## config.mk

```make
export PLATFORM = sky130hd
export DESIGN_NAME = pasid_cmd_engine
export DESIGN_NICKNAME = d
export VERILOG_FILES = /design/src/rtl/pasid_eng_pkg.sv /design/src/rtl/pasid_pool.sv /design/src/rtl/pasid_cmd_seq.sv /design/src/rtl/pasid_cmd_engine.sv
export SDC_FILE = /design/constraint.sdc
export NUM_CORES = 1
export LEC_CHECK = 0
export CAP_MARGIN = 0
export CORE_ASPECT_RATIO = 0.9
export CORE_MARGIN = 5
export CORE_UTILIZATION = 40
export CTS_BUF_LIST = sky130_fd_sc_hd__clkbuf_8
export DETAILED_ROUTE_END_ITERATION = 6
export DONT_BUFFER_PORTS = 1
export GPL_TIMING_DRIVEN = 1
export PLACE_DENSITY_LB_ADDON = 0.15
export SLEW_MARGIN = 20
export SYNTH_ARGS = -nofsm -noshare
export SYNTH_HDL_FRONTEND = slang
export SYNTH_SLANG_ARGS = --single-unit
```

## constraint.sdc

```tcl
create_clock -name clk -period 2.5 [get_ports clk]
set_input_delay 0.375 -clock clk [delete_from_list [all_inputs] [get_ports clk]]
set_output_delay 0.375 -clock clk [all_outputs]
set_load 0.05 [all_outputs]
```

## src/rtl/pasid_eng_pkg.sv

```systemverilog
package pasid_eng_pkg;
  localparam int WORD_W   = 64;
  localparam int OPC_W    = 8;
  localparam int ID_W     = 20;
  localparam int ID_LSB   = 8;

  localparam logic [OPC_W-1:0] OPC_ALLOC = 8'h01;
  localparam logic [OPC_W-1:0] OPC_FREE  = 8'h02;

  typedef enum logic [1:0] {
    ST_OK    = 2'd0,
    ST_NONE  = 2'd1,
    ST_BADOP = 2'd2
  } status_e;

  typedef enum logic [1:0] {
    A_CAP = 2'd0,
    A_CMD = 2'd1,
    A_RSP = 2'd2
  } regaddr_e;
endpackage

```

## src/rtl/pasid_pool.sv

```systemverilog
module pasid_pool #(
  parameter int DEPTH = 64,
  parameter int ID_W  = 20
) (
  input  logic            clk,
  input  logic            rst_n,
  input  logic            do_alloc,
  input  logic            do_free,
  input  logic [ID_W-1:0] free_id,
  output logic            alloc_ok,
  output logic [ID_W-1:0] alloc_id,
  output logic            free_ok
);
  localparam int IDX_W = $clog2(DEPTH);
  localparam logic [ID_W-1:0] DEPTH_ID = ID_W'(DEPTH);

  logic [DEPTH-1:0] used;
  logic [IDX_W-1:0] low_idx;
  logic             low_found;
  logic [IDX_W-1:0] free_idx;

  // lowest clear bit at index 1 or above; index 0 is reserved
  always_comb begin
    low_found = 1'b0;
    low_idx   = '0;
    for (int i = DEPTH - 1; i >= 1; i--) begin
      if (!used[i]) begin
        low_found = 1'b1;
        low_idx   = IDX_W'(i);
      end
    end
  end

  assign alloc_ok = low_found;
  assign alloc_id = ID_W'(low_idx);
  assign free_idx = free_id[IDX_W-1:0];
  assign free_ok  = (free_id != '0) && (free_id < DEPTH_ID) && used[free_idx];

  always_ff @(posedge clk) begin
    if (!rst_n) begin
      used <= '0;
    end else begin
      if (do_alloc && low_found) used[low_idx] <= 1'b1;
      if (do_free && free_ok)    used[free_idx] <= 1'b0;
    end
  end


  alloc_grows_chk: assert property (@(posedge clk) disable iff (!rst_n)
    (do_alloc && alloc_ok && !do_free) |=> ($countones(used) == $past($countones(used)) + 1));


  full_only_chk: assert property (@(posedge clk) disable iff (!rst_n)
    (do_alloc && !alloc_ok) |-> (&used[DEPTH-1:1]));


  bad_free_stable_chk: assert property (@(posedge clk) disable iff (!rst_n)
    (do_free && !free_ok && !do_alloc) |=> $stable(used));


  never_zero_chk: assert property (@(posedge clk) disable iff (!rst_n)
    (used[0] == 1'b0));
endmodule

```

## src/rtl/pasid_cmd_seq.sv

```systemverilog
module pasid_cmd_seq #(
  parameter int LATENCY = 4
) (
  input  logic clk,
  input  logic rst_n,
  input  logic start,
  output logic busy,
  output logic done
);
  localparam int CNT_W = (LATENCY > 1) ? $clog2(LATENCY) : 1;
  localparam logic [CNT_W-1:0] CNT_LAST = CNT_W'(LATENCY - 1);

  logic [CNT_W-1:0] cnt;

  assign done = busy && (cnt == '0);

  always_ff @(posedge clk) begin
    if (!rst_n) begin
      busy <= 1'b0;
      cnt  <= '0;
    end else if (start && !busy) begin
      busy <= 1'b1;
      cnt  <= CNT_LAST;
    end else if (busy) begin
      if (cnt == '0) busy <= 1'b0;
      else           cnt  <= cnt - 1'b1;
    end
  end


  start_sets_busy_chk: assert property (@(posedge clk) disable iff (!rst_n)
    (start && !busy) |=> busy);


  cnt_bound_chk: assert property (@(posedge clk) disable iff (!rst_n)
    busy |-> (cnt <= CNT_LAST));


  done_clears_chk: assert property (@(posedge clk) disable iff (!rst_n)
    done |=> !busy);
endmodule

```

## src/rtl/pasid_cmd_engine.sv

```systemverilog
module pasid_cmd_engine
  import pasid_eng_pkg::*;
#(
  parameter int POOL_DEPTH = 64,
  parameter int LATENCY    = 4
) (
  input  logic              clk,
  input  logic              rst_n,
  input  logic              reg_wr,
  input  logic [1:0]        reg_waddr,
  input  logic [WORD_W-1:0] reg_wdata,
  input  logic [1:0]        reg_raddr,
  output logic [WORD_W-1:0] reg_rdata
);
  localparam int PAD_W = WORD_W - ID_W - ID_LSB;

  logic [WORD_W-1:0] cmd_q;
  logic [WORD_W-1:0] rsp_q;
  logic              busy;
  logic              done;
  logic              accept;
  logic [OPC_W-1:0]  opc;
  logic              is_alloc;
  logic              is_free;
  logic              alloc_ok;
  logic              free_ok;
  logic [ID_W-1:0]   alloc_id;
  status_e           stat;
  logic [ID_W-1:0]   res_id;

  assign accept   = reg_wr && (reg_waddr == A_CMD) && !busy;
  assign opc      = cmd_q[OPC_W-1:0];
  assign is_alloc = (opc == OPC_ALLOC);
  assign is_free  = (opc == OPC_FREE);

  pasid_cmd_seq #(.LATENCY(LATENCY)) u_seq (
    .clk   (clk),
    .rst_n (rst_n),
    .start (accept),
    .busy  (busy),
    .done  (done)
  );

  pasid_pool #(.DEPTH(POOL_DEPTH), .ID_W(ID_W)) u_pool (
    .clk      (clk),
    .rst_n    (rst_n),
    .do_alloc (done && is_alloc),
    .do_free  (done && is_free),
    .free_id  (cmd_q[ID_LSB +: ID_W]),
    .alloc_ok (alloc_ok),
    .alloc_id (alloc_id),
    .free_ok  (free_ok)
  );

  always_comb begin
    stat   = ST_BADOP;
    res_id = '0;
    if (is_alloc) begin
      stat   = alloc_ok ? ST_OK : ST_NONE;
      res_id = alloc_ok ? alloc_id : '0;
    end else if (is_free) begin
      stat = free_ok ? ST_OK : ST_NONE;
    end
  end

  always_ff @(posedge clk) begin
    if (!rst_n) begin
      cmd_q <= '0;
      rsp_q <= '0;
    end else if (accept) begin
      cmd_q <= reg_wdata;
      rsp_q <= WORD_W'(1);
    end else if (done) begin
      rsp_q <= {{PAD_W{1'b0}}, res_id, 5'b0, stat, 1'b0};
    end
  end

  always_comb begin
    case (reg_raddr)
      A_CAP:   reg_rdata = WORD_W'(1);
      A_CMD:   reg_rdata = cmd_q;
      A_RSP:   reg_rdata = rsp_q;
      default: reg_rdata = '0;
    endcase
  end


  rsp_busy_match_chk: assert property (@(posedge clk) disable iff (!rst_n)
    (rsp_q[0] == busy));


  busy_write_drop_chk: assert property (@(posedge clk) disable iff (!rst_n)
    (busy && reg_wr) |=> $stable(cmd_q));


  badop_status_chk: assert property (@(posedge clk) disable iff (!rst_n)
    (done && !is_alloc && !is_free) |=> (rsp_q[2:1] == 2'd2));


  alloc_nonzero_chk: assert property (@(posedge clk) disable iff (!rst_n)
    (done && is_alloc && alloc_ok) |=> (rsp_q[ID_LSB +: ID_W] != '0));
endmodule

```

* Yosys cells after proc, flatten, opt, wreduce, memory -nomap -nowiden
Index checks and enable logic that the tools add are counted.
Operators by class: div/mod/pow operators 0, equal/unequal tests 6, reductions and logical operators 20, multipliers 0, bitwise logic cells 4, shift-type cells 0, order comparisons 5, add/sub/neg operators 1, multiplexer cells 150
Operators by type and width (count):
- 6-bit 2-to-1 mux | 65
- 64-bit 2-to-1 mux | 3
- 64-bit case mux with 3 select lines | 1
- 1-bit 2-to-1 mux | 73
- 64-bit AND | 1
- 64-bit NOT | 1
- 64-bit OR | 1
- 20-bit by 7-bit less-than comparator with 1-bit output, second input constant | 1
- 20-bit nonzero test | 1
- 6-bit by 7-bit less-than comparator with 1-bit output, second input constant | 2
- 1-bit demux with 6-bit select | 2
- 6-bit by 1-bit >= comparator with 1-bit output, second input constant | 2
- 1-bit logical AND | 12
- 2-bit 2-to-1 mux | 5
- 8-bit by 1-bit == test with 1-bit output, second input constant | 1
- 8-bit by 2-bit == test with 1-bit output, second input constant | 1
- 1-bit binary-select mux with 6-bit select | 1
- 2-bit by 1-bit == test with 1-bit output, second input constant | 2
- 2-bit zero test | 2
- 2-bit nonzero test | 2
- 2-bit == test, second input constant | 1
- 2-bit inequality test, second input constant | 1
- 2-bit AND reduction | 1
- 2-bit OR reduction | 1
- other kinds (3) | 3
Word-level totals: memory bits (writable) 0, ROM bits 0, logic and storage cells 192, flip-flop bits (word level) 140, bits in latches 0, memories kept 0, output and inout bits 64, input port bits 71

* Logic depth before layout (Yosys ltp)
depth after elaboration 72, mapped depth 12, depth with buffers taken out 9

* Cells and area by module
Synthesis repeated with hierarchy kept, for this count alone.
Unflattened totals: cell total of the unflattened synthesis 1071, area total of the unflattened synthesis 8927.3 um^2
By module, submodules not included:
- pasid_pool | seq. area each 1261.2 um^2, times used 1, cells an instance 568, area each 4713.3 um^2
- pasid_cmd_engine | seq. area each 1741.7 um^2, times used 1, cells an instance 489, area each 4075.2 um^2
- pasid_cmd_seq | seq. area each 60.1 um^2, times used 1, cells an instance 14, area each 138.9 um^2

* Least setup slack after synthesis
OpenSTA, ideal clock, no wires.
path kind register to register, start point reg cmd_q[3], end point reg u_pool.used[47], path buffers 2, stages on the path, launching flop included 10, slack 2 ps, setup time 132 ps, period minus slack after synthesis 2498 ps, required time 2368 ps, arrival 2366 ps, cell sequence dfxtp_1 or4_1 or4_4 or2_1 and4bb_1 nand4_1 buf_2 buf_6 nor3_2 nor3_1
On the way: word-level cells in the longest chain between the ends 7, elaborated cells between the ends (all ways) 10, those cells by class 2 x eq/ne; 3 x mux; 1 x bitwise; 4 x reduce/logical
RTL lines:
- from (decl) | line pasid_cmd_engine.sv:17 | logic [WORD_W-1:0] cmd_q;
- from (signal assigned) | line pasid_cmd_engine.sv:71 | cmd_q <= reg_wdata;
- 8-bit by 1-bit == test with 1-bit output | line pasid_cmd_engine.sv:33 | assign is_alloc = (opc == OPC_ALLOC);
- 1-bit logical AND | line pasid_cmd_engine.sv:47 | .do_alloc (done && is_alloc),
- 1-bit logical AND | line pasid_pool.sv:43 | if (do_alloc && low_found) used[low_idx] <= 1'b1;
- 64-bit 2-to-1 mux | line pasid_pool.sv:43
- 64-bit 2-to-1 mux | line pasid_pool.sv:40 | if (!rst_n) begin
- 64-bit AND (no source line)
- 64-bit 2-to-1 mux * | line pasid_pool.sv:44 | if (do_free && free_ok) used[free_idx] <= 1'b0;
- to (signal assigned) | line pasid_pool.sv:41 | used <= '0;
- to (signal, indexed assignment) | line pasid_pool.sv:43
- to (signal, indexed assignment) | line pasid_pool.sv:44
- to (decl) | line pasid_pool.sv:17 | logic [DEPTH-1:0] used;
Every way passes the cells marked *; elsewhere a longest branch is shown, timed or not. The select of a mux whose other input is x is not followed. A chain may end at the register's enable or synchronous reset.

* Worst setup path after layout
start point reg cmd_q[3], end point reg u_pool.used[1]
The elaborated chain is that of the path after synthesis.

==> metrics.md <==
| Metric | Value |
|---|---|
| Hold Violations, Final | `0` |
| Critical-path cell list | `or4_1, or4_4, or2_4, and4bb_1, nand4_1, buf_6, buf_12, o31ai_4, a21oi_1` |
| Worst Reg2Reg Path Length in Cells | `9` |
| First-pass GRT wire length | `43.8 mm` |
| Reg power frac | `50.4%` |
| Hold wc startpoint | `reg_wdata[40]` |
| Startpoint types | `flip-flop` |
| CP required | `2.86 ns` |
| Detailed Route WL | `28.8 mm` |
| Proportion of total power due to net switching | `30.1%` |
| Power consumption | `4.55 mW` |
| Number of global-route vias before repair | `7,762` |
| FF-to-FF setup slack | `-0.17 ns` |
| GRT Util Overall | `25.4%` |
| Hold Path Class | `primary input to flip-flop` |
| Total Die Area | `21,600 µm²` |
| R2R Path Start | `cmd_q[3]` |
| Power per cell area | `457 nW/µm²` |
| Worst relative slew slack | `48.1%` |
| Critical R2R Capture | `u_pool.used[1]` |
| Post-synth ARST share | `0%` |
| Number of warning messages in the yosys log | `0` |
| Total number of H-tree levels | `4` |
| Post-synth EDFFs | `0` |
| Run status | `finished with violations` |
| Overall die width | `154 µm` |
| Total net switching power | `1.37 mW` |
| Top-level I/O count | `135` |
| Final HPWL from detailed placement | `19.6 mm` |
| Total number of vias | `8,120` |
| Maximum fanout count along the critical path | `10` |
| Area Growth Syn to Fin | `32.3%` |
| Post-layout nets | `1,167` |
| Post-Syn Area per Cell | `7.68 µm²` |
| Cell with the largest stage delay on the worst path | `sky130_fd_sc_hd__or4_1` |
| Slew @ Worst Pin | `0.776 ns` |
| Final min period | `2.67 ns` |
| Post-synthesis net count | `1,051` |
| Gate count after technology mapping | `979` |
| Global routing usage on met3 | `6.66%` |
| Final setup skew | `0.0152 ns` |
| Top Usage Layer GRT | `met2` |
| Clock transition at path regs | `0.09 ns` |
| Post-synth top area share | `37.3%` |
| Buffers added on ports | `0` |
| Initial detailed-routing violation count | `741` |
| Count of antenna-violating nets left after detailed routing | `0` |
| Violations in the final reports | `setup timing` |
| Maximum number of pins on one net before global-route repair | `66` |
| Clock network latency to the later pin of the worst-skew pair | `0.48 ns` |
| Highest-count cells in the layout ignoring fill and taps | `sky130_fd_sc_hd__nand2_1, sky130_fd_sc_hd__dfxtp_1, sky130_fd_sc_hd__buf_4` |
| Setup repair after global routing missed its margin | `yes` |
| Most common cell after layout, fill and taps aside | `sky130_fd_sc_hd__nand2_1` |
| CTS buffer count | `17` |
| Delay of the slowest cell on the worst path | `0.51 ns` |
| Fraction of layout instances using a drive strength above 1 | `26.8%` |
| Critical Path AT | `3.03 ns` |
| Met1 Use GR | `34.7%` |
| Antenna diode count | `0` |
| Comb pwr share | `8.7%` |
| Total iterations of the first detailed-routing run | `7` |
| Worst hold endpoint | `cmd_q[40]` |
| Hold_ws | `0.0262 ns` |
| Global route overflow | `0` |
| Synthesized area | `7520 µm²` |
| Max VDD drop | `0.340 mV` |
| Total setup violations reported at the end of the flow | `63` |
| Cell internal pwr | `3.18 mW` |
| Share of the clock period used by the worst path after layout | `107%` |
| Final slew viol count | `0` |
| Average routed wire per standard cell | `21.3 µm` |
| Final core utilization | `54.0%` |
| Synthesized flop and latch total | `140` |
| Number of distinct library cells after synthesis | `68` |
| Biggest area consumer among synthesized cells | `sky130_fd_sc_hd__dfxtp_1` |
| Proportion of power drawn by the clock network | `41.0%` |
| Detail-routed via count per cell | `6.00` |
| Min setup slack post-route | `-0.168 ns` |
| Critical path start-end classification | `flip-flop to flip-flop` |
| CTS tree | `yes` |
| Initial antenna violation count | `0` |
| Number of sinks on the clock net | `140` |
| Max cap viols | `0` |
| Routing usage on met2 | `39.2%` |
| Sequential cell area fraction in the yosys report | `37.3%` |
| Top cells by area in the synthesized netlist | `sky130_fd_sc_hd__dfxtp_1, sky130_fd_sc_hd__nand2_1, sky130_fd_sc_hd__a21oi_1, sky130_fd_sc_hd__nor3_1, sky130_fd_sc_hd__and2_1` |
| # DRC | `0` |
| Number of cells on the worst hold path | `2` |
| Kind of capture point of the worst setup path | `flip-flop` |
| Dominant synthesized flop cell | `sky130_fd_sc_hd__dfxtp_1` |
| Die height | `140 µm` |
| Core footprint | `18,400 µm²` |
| Max frequency | `375 MHz` |
| Leakage | `3.35 nW` |
| Library cell used as clock root buffer | `sky130_fd_sc_hd__clkbuf_8` |
| Row cnt | `47` |
| Final RePlAce weighted congestion | `0.936` |
| Maximum buffer depth of the clock tree | `2` |
| Effective utilization at floorplan | `40.8%` |
-- critical path: cells and delay by family, from the launching register on --
family                 cells  cell delay [ns]
AOI/OAI and AO/OA          2             0.28
DFF                        1             0.33
buffers and inverters      2             0.36
and+or+nand+nor            5             1.58
-- sequential cells by signal, indices dropped and copies added, names as in the netlist --
signal	count
rsp_q	9
u_seq.cnt	2
u_pool.used	64
u_seq.busy	1
cmd_q	64
-- routing by layer --
layer,vias up,part of all wire [%],routed length [µm]
met4,0,2.9,830
met3,67,9.6,2760
li1,3806,-,-
met1,3815,43,12400
met2,432,44,12800
met5,-,0,0
-- synthesized netlist by cell type (3+ instances only) --
cell type	n
sky130_fd_sc_hd__nand2_1	168
sky130_fd_sc_hd__o21bai_1	3
sky130_fd_sc_hd__o221ai_1	15
sky130_fd_sc_hd__a31oi_1	12
sky130_fd_sc_hd__nand2b_1	8
sky130_fd_sc_hd__a211oi_1	3
sky130_fd_sc_hd__clkbuf_1	58
sky130_fd_sc_hd__mux2i_1	8
sky130_fd_sc_hd__nor3_1	77
sky130_fd_sc_hd__and2_1	61
sky130_fd_sc_hd__nor2b_1	18
sky130_fd_sc_hd__and4_1	3
sky130_fd_sc_hd__o21ai_0	19
sky130_fd_sc_hd__a211o_1	4
sky130_fd_sc_hd__a22o_1	8
sky130_fd_sc_hd__nand3b_1	4
sky130_fd_sc_hd__a41oi_1	35
sky130_fd_sc_hd__nand3_1	20
sky130_fd_sc_hd__a21boi_0	3
sky130_fd_sc_hd__nor2_1	37
sky130_fd_sc_hd__nor4_1	9
sky130_fd_sc_hd__mux4_2	7
sky130_fd_sc_hd__o211ai_1	5
sky130_fd_sc_hd__a21oi_1	108
sky130_fd_sc_hd__a311oi_1	3
sky130_fd_sc_hd__inv_1	34
sky130_fd_sc_hd__dfxtp_1	140
sky130_fd_sc_hd__or3_1	5
sky130_fd_sc_hd__nor3b_1	8
sky130_fd_sc_hd__nand4_1	22
sky130_fd_sc_hd__o31ai_1	8
sky130_fd_sc_hd__or2_2	3
sky130_fd_sc_hd__buf_2	10
sky130_fd_sc_hd__and3_1	5
sky130_fd_sc_hd__o2111ai_1	5
sky130_fd_sc_hd__a22oi_1	3
-- per-stage QoR --
stage | area [µm²] | setup WS [ns] | std cells | TNS (ns)
global placement | 8710 | -0.0941 | 1293 | -2.63
CTS | 9360 | -0.124 | 1342 | -3.15
floorplan | 7520 | 0.00234 | 979 | 0
finish | 9950 | -0.168 | 1353 | -6.37
global route | 9950 | -0.258 | 1353 | -11.38
detailed placement | 8710 | -0.140 | 1293 | -4.75
-- cell families after synthesis --
| logic type | count (synthesis) | share of synthesized area [%] |
|---|---|---|
| compound gates | 258 | 23.2 |
| xor+xnor | 1 | 0.117 |
| fa+ha+maj | 1 | 0.166 |
| buf+inv | 105 | 5.51 |
| flops | 140 | 37.3 |
| mux | 17 | 3.46 |
| simple gates | 457 | 30.2 |
-- cell type report --
| type | instances | area [µm²] |
|---|---|---|
| clock buffers | 18 | 248 |
| inverters | 34 | 129 |
| clock inverters | 14 | 141 |
| fillers | 1759 | 8460 |
| multi-input cells | 734 | 4830 |
| flip-flops and latches | 140 | 2810 |
| repair buffers | 168 | 1480 |
| well taps | 245 | 307 |
-- worst max path at each step --
stage                      endpoint  slack, ns  cells past startpoint      from
floorplan           u_pool.used[47]      0.002                      9  cmd_q[3]
global placement    u_pool.used[51]      -0.09                      6  cmd_q[3]
detailed placement  u_pool.used[16]      -0.14                      9  cmd_q[3]
CTS                  u_pool.used[1]      -0.12                      8  cmd_q[3]
global route        u_pool.used[23]      -0.26                      9  cmd_q[3]
finish               u_pool.used[1]      -0.17                      9  cmd_q[3]
-- power groups by stage --
stage	clock (mW)	sequential [mW]	combinational, mW
after floorplan	0	2.33	0.243
after global placement	0	2.34	0.345
after detailed placement	0	2.34	0.347
after CTS	1.89	2.29	0.369
after global routing	1.99	2.30	0.428
final	1.86	2.29	0.394
-- repair_timing --
| action | CTS | global route |
|---|---|---|
| resized for setup | 25 | 95 |
| cloned | 0 | 5 |
| setup endpoints to repair | 53 | 65 |
| endpoints found under the hold margin | 16 | 0 |
| hold buffers | 16 | 0 |
| pin swaps | 4 | 20 |
| buffers inserted | 1 | 7 |
(Power assumes the default switching activity.)
